===== src/rtl/tsen_pkg.sv =====
package tsen_pkg;
  localparam int C0_START   = 0;
  localparam int C0_RESET   = 1;
  localparam int C0_ENABLE  = 2;
  localparam int C0_AVG_BYP = 6;
  localparam int C0_IDX_LSB = 13;
  localparam int IDX_W      = 4;
  localparam int C0_OSR_LSB = 24;
  localparam int C0_MODE_LSB = 30;
  localparam int MODE_W     = 2;
  localparam int C1_AVG_W   = 3;
  localparam int ST_VALID   = 16;

  localparam logic [MODE_W-1:0] MODE_INT = 2'd0;
  localparam logic [MODE_W-1:0] MODE_EXT = 2'd2;

  localparam logic [31:0] C0_RST = (32'h3 << C0_OSR_LSB) | (32'h1 << C0_ENABLE)
                                 | (32'h1 << C0_START);
  localparam logic [31:0] C1_RST = 32'h1;

  typedef enum logic [2:0] {SQ_IDLE, SQ_STOP, SQ_PROG, SQ_GO, SQ_WAIT} sq_state_t;

  typedef struct packed {
    logic              stop;
    logic              prog;
    logic              go;
    logic [MODE_W-1:0] mode;
    logic [IDX_W-1:0]  idx;
  } seq_op_t;
endpackage


===== src/rtl/tsen_ctrl_regs.sv =====
module tsen_ctrl_regs
  import tsen_pkg::*;
(
  input  logic        clk,
  input  logic        rst,
  input  logic        we,
  input  logic [1:0]  addr,
  input  logic [31:0] wdata,
  input  seq_op_t     op,
  output logic [31:0] c0,
  output logic [31:0] c1,
  output logic        cfg_wr
);
  assign cfg_wr = we && (addr == 2'd0 || addr == 2'd1);

  always_ff @(posedge clk) begin
    if (rst) begin
      c0 <= C0_RST;
      c1 <= C1_RST;
    end else begin
      if (we && addr == 2'd0) c0 <= wdata;
      if (we && addr == 2'd1) c1 <= wdata;
      // sequencer steps take priority over software
      if (op.stop) c0[C0_START] <= 1'b0;
      if (op.prog) begin
        c0[C0_MODE_LSB +: MODE_W] <= op.mode;
        c0[C0_IDX_LSB +: IDX_W]   <= op.idx;
      end
      if (op.go) c0[C0_START] <= 1'b1;
    end
  end
endmodule


===== src/rtl/tsen_chan_fsm.sv =====
module tsen_chan_fsm
  import tsen_pkg::*;
#(
  parameter int NEXT = 4,
  parameter int CH_W = 3
) (
  input  logic            clk,
  input  logic            rst,
  input  logic            req,
  input  logic [CH_W-1:0] chan,
  input  logic            valid,
  output seq_op_t         op,
  output logic            ack,
  output logic            err
);
  sq_state_t       st;
  logic [CH_W-1:0] cur;
  logic [CH_W-1:0] tgt;

  always_ff @(posedge clk) begin
    if (rst) begin
      st  <= SQ_IDLE;
      cur <= '0;
      tgt <= '0;
      ack <= 1'b0;
      err <= 1'b0;
    end else begin
      ack <= 1'b0;
      err <= 1'b0;
      case (st)
        SQ_IDLE: if (req && !ack) begin
          if (chan > CH_W'(NEXT)) begin
            ack <= 1'b1;
            err <= 1'b1;
          end else if (chan == cur) begin
            ack <= 1'b1;
          end else begin
            tgt <= chan;
            st  <= SQ_STOP;
          end
        end
        SQ_STOP: st <= SQ_PROG;
        SQ_PROG: begin
          cur <= tgt;
          st  <= SQ_GO;
        end
        SQ_GO:   st <= SQ_WAIT;
        SQ_WAIT: if (valid) begin
          ack <= 1'b1;
          st  <= SQ_IDLE;
        end
        default: st <= SQ_IDLE;
      endcase
    end
  end

  always_comb begin
    op.stop = (st == SQ_STOP);
    op.prog = (st == SQ_PROG);
    op.go   = (st == SQ_GO);
    op.mode = (tgt == '0) ? MODE_INT : MODE_EXT;
    op.idx  = (tgt == '0) ? '0 : IDX_W'(tgt - CH_W'(1));
  end
endmodule


===== src/rtl/tsen_conv_timer.sv =====
module tsen_conv_timer #(
  parameter int LAT = 1875000
) (
  input  logic clk,
  input  logic rst,
  input  logic stop,
  input  logic go,
  output logic valid
);
  localparam int CW = $clog2(LAT + 1);

  logic [CW-1:0] cnt;
  logic          busy;

  always_ff @(posedge clk) begin
    if (rst) begin
      cnt   <= '0;
      busy  <= 1'b1;
      valid <= 1'b0;
    end else if (stop) begin
      cnt   <= '0;
      busy  <= 1'b0;
      valid <= 1'b0;
    end else if (go) begin
      cnt   <= '0;
      busy  <= 1'b1;
      valid <= 1'b0;
    end else if (busy) begin
      if (cnt == CW'(LAT - 1)) begin
        valid <= 1'b1;
        busy  <= 1'b0;
      end else begin
        cnt <= cnt + 1'b1;
      end
    end
  end
endmodule


===== src/rtl/tsen_avg.sv =====
module tsen_avg #(
  parameter int TW   = 10,
  parameter int NMAX = 7
) (
  input  logic          clk,
  input  logic          rst,
  input  logic          clear,
  input  logic          run,
  input  logic          bypass,
  input  logic [2:0]    log2n,
  input  logic          smp_vld,
  input  logic [TW-1:0] smp,
  output logic [TW-1:0] temp
);
  localparam int AW = TW + NMAX;

  logic [2:0]    n_eff;
  logic [NMAX:0] span;
  logic [NMAX:0] cnt;
  logic [AW-1:0] acc;
  logic [AW-1:0] acc_n;
  logic          last;

  always_comb begin
    if (bypass)                n_eff = 3'd0;
    else if (log2n > 3'(NMAX)) n_eff = 3'(NMAX);
    else                       n_eff = log2n;
    span  = (NMAX+1)'(1) << n_eff;
    last  = (cnt == span - 1'b1);
    acc_n = acc + AW'(smp);
  end

  always_ff @(posedge clk) begin
    if (rst) begin
      acc  <= '0;
      cnt  <= '0;
      temp <= '0;
    end else if (clear) begin
      acc <= '0;
      cnt <= '0;
    end else if (run && smp_vld) begin
      if (last) begin
        temp <= TW'(acc_n >> n_eff);
        acc  <= '0;
        cnt  <= '0;
      end else begin
        acc <= acc_n;
        cnt <= cnt + 1'b1;
      end
    end
  end
endmodule


===== src/rtl/tsen_chan_seq.sv =====
module tsen_chan_seq
  import tsen_pkg::*;
#(
  parameter int NEXT    = 4,
  parameter int CH_W    = 3,
  parameter int LAT_CYC = 1875000,
  parameter int TEMP_W  = 10,
  parameter int AVG_MAX = 7
) (
  input  logic              clk,
  input  logic              rst,
  input  logic              reg_we,
  input  logic [1:0]        reg_addr,
  input  logic [31:0]       reg_wdata,
  output logic [31:0]       reg_rdata,
  input  logic              chg_req,
  input  logic [CH_W-1:0]   chg_chan,
  output logic              chg_ack,
  output logic              chg_err,
  input  logic              smp_vld,
  input  logic [TEMP_W-1:0] smp_data,
  output logic [31:0]       ctrl0_o,
  output logic [31:0]       ctrl1_o
);
  seq_op_t           op;
  logic              cfg_wr;
  logic              conv_valid;
  logic [TEMP_W-1:0] temp;
  logic [31:0]       status_w;
  logic              run;

  tsen_ctrl_regs u_regs (
    .clk(clk), .rst(rst), .we(reg_we), .addr(reg_addr), .wdata(reg_wdata),
    .op(op), .c0(ctrl0_o), .c1(ctrl1_o), .cfg_wr(cfg_wr)
  );

  tsen_chan_fsm #(.NEXT(NEXT), .CH_W(CH_W)) u_fsm (
    .clk(clk), .rst(rst), .req(chg_req), .chan(chg_chan), .valid(conv_valid),
    .op(op), .ack(chg_ack), .err(chg_err)
  );

  tsen_conv_timer #(.LAT(LAT_CYC)) u_tmr (
    .clk(clk), .rst(rst), .stop(op.stop), .go(op.go), .valid(conv_valid)
  );

  assign run = ctrl0_o[C0_START] & ctrl0_o[C0_ENABLE] & ~ctrl0_o[C0_RESET];

  tsen_avg #(.TW(TEMP_W), .NMAX(AVG_MAX)) u_avg (
    .clk(clk), .rst(rst), .clear(cfg_wr | op.stop), .run(run),
    .bypass(ctrl0_o[C0_AVG_BYP]), .log2n(ctrl1_o[C1_AVG_W-1:0]),
    .smp_vld(smp_vld), .smp(smp_data), .temp(temp)
  );

  always_comb begin
    status_w               = '0;
    status_w[TEMP_W-1:0]   = temp;
    status_w[ST_VALID]     = conv_valid;
  end

  always_ff @(posedge clk) begin
    if (rst) reg_rdata <= '0;
    else begin
      case (reg_addr)
        2'd0:    reg_rdata <= ctrl0_o;
        2'd1:    reg_rdata <= ctrl1_o;
        2'd2:    reg_rdata <= status_w;
        default: reg_rdata <= '0;
      endcase
    end
  end
endmodule


===== config.mk =====
export PLATFORM = sky130hd
export DESIGN_NAME = tsen_chan_seq
export DESIGN_NICKNAME = d
export VERILOG_FILES = /design/src/rtl/tsen_pkg.sv /design/src/rtl/tsen_ctrl_regs.sv /design/src/rtl/tsen_chan_fsm.sv /design/src/rtl/tsen_conv_timer.sv /design/src/rtl/tsen_avg.sv /design/src/rtl/tsen_chan_seq.sv
export SDC_FILE = /design/constraint.sdc
export NUM_CORES = 1
export LEC_CHECK = 0
export BUFFER_PORTS_ARGS = -buffer_cell sky130_fd_sc_hd__clkbuf_2
export CAP_MARGIN = 20
export CORE_UTILIZATION = 30
export DETAILED_ROUTE_END_ITERATION = 7
export PLACE_DENSITY_LB_ADDON = 0.15
export RECOVER_POWER = 100
export SLEW_MARGIN = 20
export SYNTH_ARGS = -nofsm -noshare
export SYNTH_HDL_FRONTEND = slang
export SYNTH_SLANG_ARGS = --single-unit

===== constraint.sdc =====
create_clock -name clk -period 4.4 [get_ports clk]
set_clock_uncertainty 0.15 [all_clocks]
set_input_delay 0.22 -clock clk [delete_from_list [all_inputs] [get_ports clk]]
set_output_delay 0.22 -clock clk [all_outputs]
set_load 0.05 [all_outputs]

==> results of run 1 <==
[tightest hold or removal path, delay by kind of cell]
family          cells  cell delay (ns)
simple gates        3             0.23
fa+ha+maj           1             0.16
buf+inv             1             0.09
compound gates      1             0.05
[metal layers]
layer  vias to the layer above  wire length (um)  global-route usage
met1                      3482             11700               0.237
met4                         0               284              0.0496
met5                         -                 0                   0
met3                        16               817              0.0324
li1                       3771                 -                   -
met2                       153             11200               0.288
[where the power goes]
group          total, mW  switching (mW)  internal, mW  leakage [nW]
Combinational      0.660           0.445         0.215          2.05
Clock               1.58           0.752         0.831         0.303
Sequential          1.59          0.0477          1.55          1.34
[layout by cell type, fill, tap and decap left out, types with 3 or more instances in the layout]
master	n
nand2_1	185
and3_1	8
a21oi_1	111
a311oi_1	6
mux2_2	3
nand4_1	11
nor3b_1	3
buf_4	11
or3_1	12
a21o_1	3
o21ai_1	5
nor3_1	18
nor4_1	8
dfxtp_1	165
xor2_1	22
nand2b_1	7
o211ai_1	6
clkbuf_2	49
clkinv_8	6
o21ai_0	21
nor2b_1	7
o21bai_1	6
mux2i_1	41
clkbuf_1	104
nand3b_1	12
ha_1	15
dlygate4sd3_1	36
inv_1	14
o2111a_1	3
o211a_1	4
xnor2_1	19
nor2_1	122
and2_1	6
a31oi_1	13
inv_6	4
a211oi_1	8
nand3_1	16
clkbuf_16	17
or2_2	7
[worst paths after layout]
path | start | endpoint | slack [ns] | depth (start not counted)
worst max-delay path | u_regs.c1[2] | u_avg.temp[0] | 0.72 | 12
worst min register to register | u_avg.acc[9] | u_avg.acc[9] | 0.31 | 2
worst max register to register | u_regs.c1[2] | u_avg.temp[0] | 0.72 | 12
worst min-delay path | smp_data[0] | u_avg.acc[0] | 0.23 | 6
[area by class of cell]
| type | instances | area (um2) |
|---|---|---|
| inverters | 15 | 56.3 |
| fillers | 2799 | 16300 |
| multi-input cells | 756 | 4400 |
| clock inverters | 15 | 209 |
| well taps | 335 | 419 |
| repair buffers | 200 | 1080 |
| flip-flops and latches | 165 | 3300 |
| clock buffers | 17 | 425 |
[stage by stage]
stage,instances,hold slack (ns),utilization
final,1503,0.231,0.377
after global routing,1503,0.281,0.377
after CTS,1503,0.0807,0.383
after detailed placement,1435,0.301,0.345
after global placement,1435,0.293,0.345
after floorplan,1005,0.194,-
[cells by family (layout without fill, tap and decap cells)]
kind of cell | count (synthesis) | after routing | synth area share
buf+inv | 84 | 247 | 0.0425
fa+ha+maj | 16 | 16 | 0.0258
xor+xnor | 41 | 41 | 0.0446
flops | 165 | 165 | 0.410
simple gates | 439 | 439 | 0.250
compound gates | 215 | 215 | 0.170
mux | 45 | 45 | 0.0579
[flip-flops by register name, summed over array words and instances (netlist names)]
register	flops
u_fsm.st	3
u_tmr.busy	1
u_fsm.ack	1
u_fsm.tgt	3
u_fsm.err	1
u_tmr.cnt	21
u_avg.cnt	8
reg_rdata	32
u_tmr.valid	1
u_regs.c0	32
u_avg.acc	17
u_regs.c1	32
u_fsm.cur	3
u_avg.temp	10
==> results.toml, run 1 <==
[die]
initial_core_util = 0.307
core_area_um2 = 26200
pin_count = 150
die_area_um2 = 27500
die_h_um = 166
dieWidth_um = 166
core.rowCount = 59

[job]
cap_viol_max_count = 3

[pwr]
cellLeakagePower_nw = 3.69
vdd.ir_drop.worst_uv = 192
finalPower_mw = 3.84
powerDensity_nw_per_um2 = 388

[worst_setup_path]
slowest_stage = "dfxtp_1"
arrival_ns = 3.85
critPathLaunchType = "register"
path_cells = "nor3_1, nor2_1, ha_1, xor2_1, xnor2_1, nand4_1, nor4_1, buf_4, nand2_1, nor3_2, o211ai_1, a21oi_1"
slowest_delay_ns = 0.77
critPathKind = "register to register"
path_max_fanout = 22
required_ns = 4.57
cp-end-kind = "register"
critPathTopFamily = "simple AND/OR/NAND/NOR gates"
cp.buffers_inverters = 1

[yosys]
syn_nets = 1073
synth.area.top_cells = "dfxtp_1, nand2_1, a21oi_1"
async_flop_share = 0
netlist_top_cells_count = "nand2_1, dfxtp_1, nor2_1"
syn_area_per_cell_um2 = 8.02
synth_flop_cell = "dfxtp_1"
synthCells = 1005
syn_area_um2 = 8060
yosysUniqueCellTypes = 79
synth_seq_area_share = 0.410
yosysTopAreaCellShare = 0.410
yosysTopAreaCell = "dfxtp_1"
synth_seq_cells = 165
yosysWarnings = 0
synthMostInstantiatedCell = "nand2_1"
synth-edff-count = 0

[grt]
grt_use_total = 0.176
grt_max_degree = 57
grt_overflow = 0
grt_pass1_vias = 7134
antenna_found_initial = 0
grt_pass1_wl_mm = 38.9

[timing]
setup_viol = 0
setup_slack_ns = 0.718
fmax_mhz = 272
worst_slew_pin_slew_ns = 2.64
finalHoldViolCount = 0
grt_setup_unrepaired = "no"
min_period_over_period = 0.837
post-route-min-period_ns = 3.68
drv_slew = 80
slew_headroom = -0.757
tns_ns = 0

[layout]
antenna_cells = 0
final_nets = 1223
areaGrowthSynthToFinish_pct = 22.8
drive_gt1_frac = 0.101
postLayoutCellArea_um2 = 9890

[clock_network]
cts_buffer_depth = 2
cts_tree = "done"
cts-hold-fix-buffers = 36
cts_sinks = 165
htreeDepth = 4
cts_buffers = 17
clkTransAtPathRegs_ns = 0.08
clk_latency_ns = 0.43
clockRootBuffer = "clkbuf_16"
post_cts_resized = 0
postCtsSetupBuffers = 0

[min_path]
hold_class = "input pin to register"

[drt]
post_drt_wl_per_cell_um = 16.0
ant_nets = 0
wirelength_mm = 24.0
drt_iter0_markers = 445
dr.pass1.iters = 7
dr_total_vias = 7422
drc = 4
routed_via_density = 4.94

[status]
status = "finished with violations"
violations = "DRC, capacitance limit, slew limit"

[place]
port_buffers = 149
place_ws_ns = 0.856
gp_congestion = 0.802
place_area_um2 = 9050
hpwl_mm = 17.0
Power figures use the tool's default switching activity.
==> run 2, diff against run 1 <==
Settings changed: ABC_AREA set to 1.
Clock period 4.4 ns to 3.3 ns, I/O delays scaled along.
==> run 2 against run 1 <==
The run ends with capacitance limit, slew limit left. Synthesized cell count is 22% higher. Area after synthesis is 1.6% higher. Sequential share of layout area is 0.77 points lower. Cell area is 2.4% higher. First-iteration DRC count is 24% higher. Critical endpoint is now u_avg.temp[8].
==> results.toml, run 2 <==
[drt]
ant_nets = 0
routed_via_density = 4.76
post_drt_wl_per_cell_um = 15.0
drc = 0
dr.pass1.iters = 7
dr_total_vias = 8357
drt_iter0_markers = 552
wirelength_mm = 26.3

[yosys]
synth-xor-area-share = 0.0203
yosysUniqueCellTypes = 42
synth_flop_cell = "dfxtp_1"
async_flop_share = 0
yosys.area_share.simple = 0.329
synth-edff-count = 0
yosysWarnings = 0
synth_fa_ha_area_frac = 0.0254
synth.area.top_cells = "dfxtp_1, nand2_1, nor2_1"
synthMuxAreaShare = 0
synth_seq_cells = 165
synth_seq_area_share = 0.404
syn_area_per_cell_um2 = 6.68
synthCells = 1225
yosysTopAreaCell = "dfxtp_1"
synth_compound_area_frac = 0.135
netlist_top_cells_count = "nand2_1, dfxtp_1, nor2_1"
syn_area_um2 = 8190
synth_top_family_by_area = "simple AND/OR/NAND/NOR gates"
synthMostInstantiatedCell = "nand2_1"
syn_nets = 1293
yosysTopAreaCellShare = 0.404

[worst_setup_path]
required_ns = 3.49
critPathLaunchType = "register"
critPathKind = "register to register"
slowest_delay_ns = 0.41
crit_path_frequent_cell = "nor2_1"
slowest_stage = "dfxtp_1"
path_max_fanout = 16
arrival_ns = 3.03
path_cells = "inv_1, nand2_2, nand3_1, ha_1, nand2_1, nand2_1, nor2_1, nand3_1, nor2_1, nand2_1, nor2_4, nand4_4, nor2_4, nand3_1, nor2_1, nor2_1"
cp-end-kind = "register"

[place]
port_buffers = 149
place_ws_ns = 0.558
gp_congestion = 0.889
hpwl_mm = 19.1

[timing]
drv_slew = 55
fmax_mhz = 353
finalHoldViolCount = 0
slew_headroom = -0.330
min_period_over_period = 0.858
tns_ns = 0
grt_setup_unrepaired = "no"
setup_viol = 0
worst_slew_pin_slew_ns = 1.99
post-route-min-period_ns = 2.83
setup_slack_ns = 0.469

[clock_network]
clockRootBuffer = "clkbuf_16"
cts_sinks = 165
post_cts_resized = 0
cts_buffers = 17
clk_latency_ns = 0.45
htreeDepth = 4
cts_tree = "done"
cts_buffer_depth = 2
clkTransAtPathRegs_ns = 0.08

[layout]
mostFrequentLayoutCell = "nand2_1"
areaGrowthSynthToFinish_pct = 23.7
drive_gt1_frac = 0.0765
reg_top3 = "reg_rdata: 32 flops, u_regs.c0: 32 flops, u_regs.c1: 32 flops"
final_cell_mix = "nand2_1, dfxtp_1, nor2_1, inv_1, nand3_1"
final_nets = 1467

[grt]
grt_pass1_vias = 7879
grt_pass1_wl_mm = 42.3
antenna_found_initial = 1
grt_overflow = 0
grt_use_total = 0.190
grt_max_degree = 57

[pwr]
finalPower_mw = 5.34
cellLeakagePower_nw = 4.31
powerDensity_nw_per_um2 = 527
vdd.ir_drop.worst_uv = 351

[die]
dieWidth_um = 167
core_area_um2 = 26900
die_area_um2 = 27900
core.rowCount = 60
pin_count = 150
initial_core_util = 0.305
die_h_um = 167

[status]
status = "finished with violations"
violations = "capacitance limit, slew limit"

[job]
cap_viol_max_count = 2

[min_path]
hold_class = "input pin to register"
==> run 2: logic make-up (layout without fill, tap and decap cells) <==
kind of cell	after synthesis	after routing
adder cells (fa/ha/maj)	16	16
AND/OR/NAND/NOR	639	639
AO/OA/AOI/OAI	205	205
other	0	1
buffers and inverters	181	368
XOR/XNOR	19	19
flip-flops	165	165
==> run 2: per-stage QoR <==
stage	util	cells	instance area, um2	hold WS (ns)
finish	0.377	1754	10100	0.0287
global route	0.377	1754	10100	0.107
CTS	0.383	1753	10300	0.0116
detailed placement	0.345	1684	9270	0.250
global placement	0.345	1684	9270	0.247
floorplan	-	1225	8190	0.142
==> run 2: layout make-up <==
cell class	instances	area, um2
clock buffer	17	425
tap	341	427
sequential	165	3300
inverter	135	507
fill	2955	16700
timing repair buffer	201	1080
antenna	1	2.50
multi-input combinational	879	4170
clock inverter	15	214
==> run 2: final timing paths <==
| kind | from | to | slack (ns) | depth (start not counted) |
|---|---|---|---|---|
| worst min register to register | u_regs.c1[7] | u_regs.c1[7] | 0.32 | 2 |
| worst min-delay path | smp_data[0] | u_avg.acc[0] | 0.03 | 4 |
| worst max-delay path | u_regs.c0[6] | u_avg.temp[8] | 0.47 | 16 |
| worst max register to register | u_regs.c0[6] | u_avg.temp[8] | 0.47 | 16 |
==> run 2: layer usage <==
layer	part of all wire	global-route usage	routed length [um]
met4	0.011	0.0523	300
met2	0.46	0.308	12000
met1	0.48	0.253	12700
met5	0	0	0
met3	0.047	0.0423	1230
==> run 2: worst max-delay path: cells and delay by family (launching register included) <==
| kind | cells | cell delay, ns |
|---|---|---|
| buffers and inverters | 1 | 0.17 |
| and+or+nand+nor | 14 | 1.67 |
| adders and majority gates | 1 | 0.32 |
| DFF | 1 | 0.41 |
==> run 2: power by group <==
group          internal (mW)  leakage, nW  switching, mW
clock                   1.06        0.305           1.07
sequential              2.10         1.34         0.0804
combinational          0.273         2.66          0.762
total                   3.43         4.31           1.91
==> run 2: repair_timing <==
item | in CTS | in global routing
setup buffers | 0 | 0
hold buffers | 37 | 0
endpoints found under the hold margin | 69 | 0
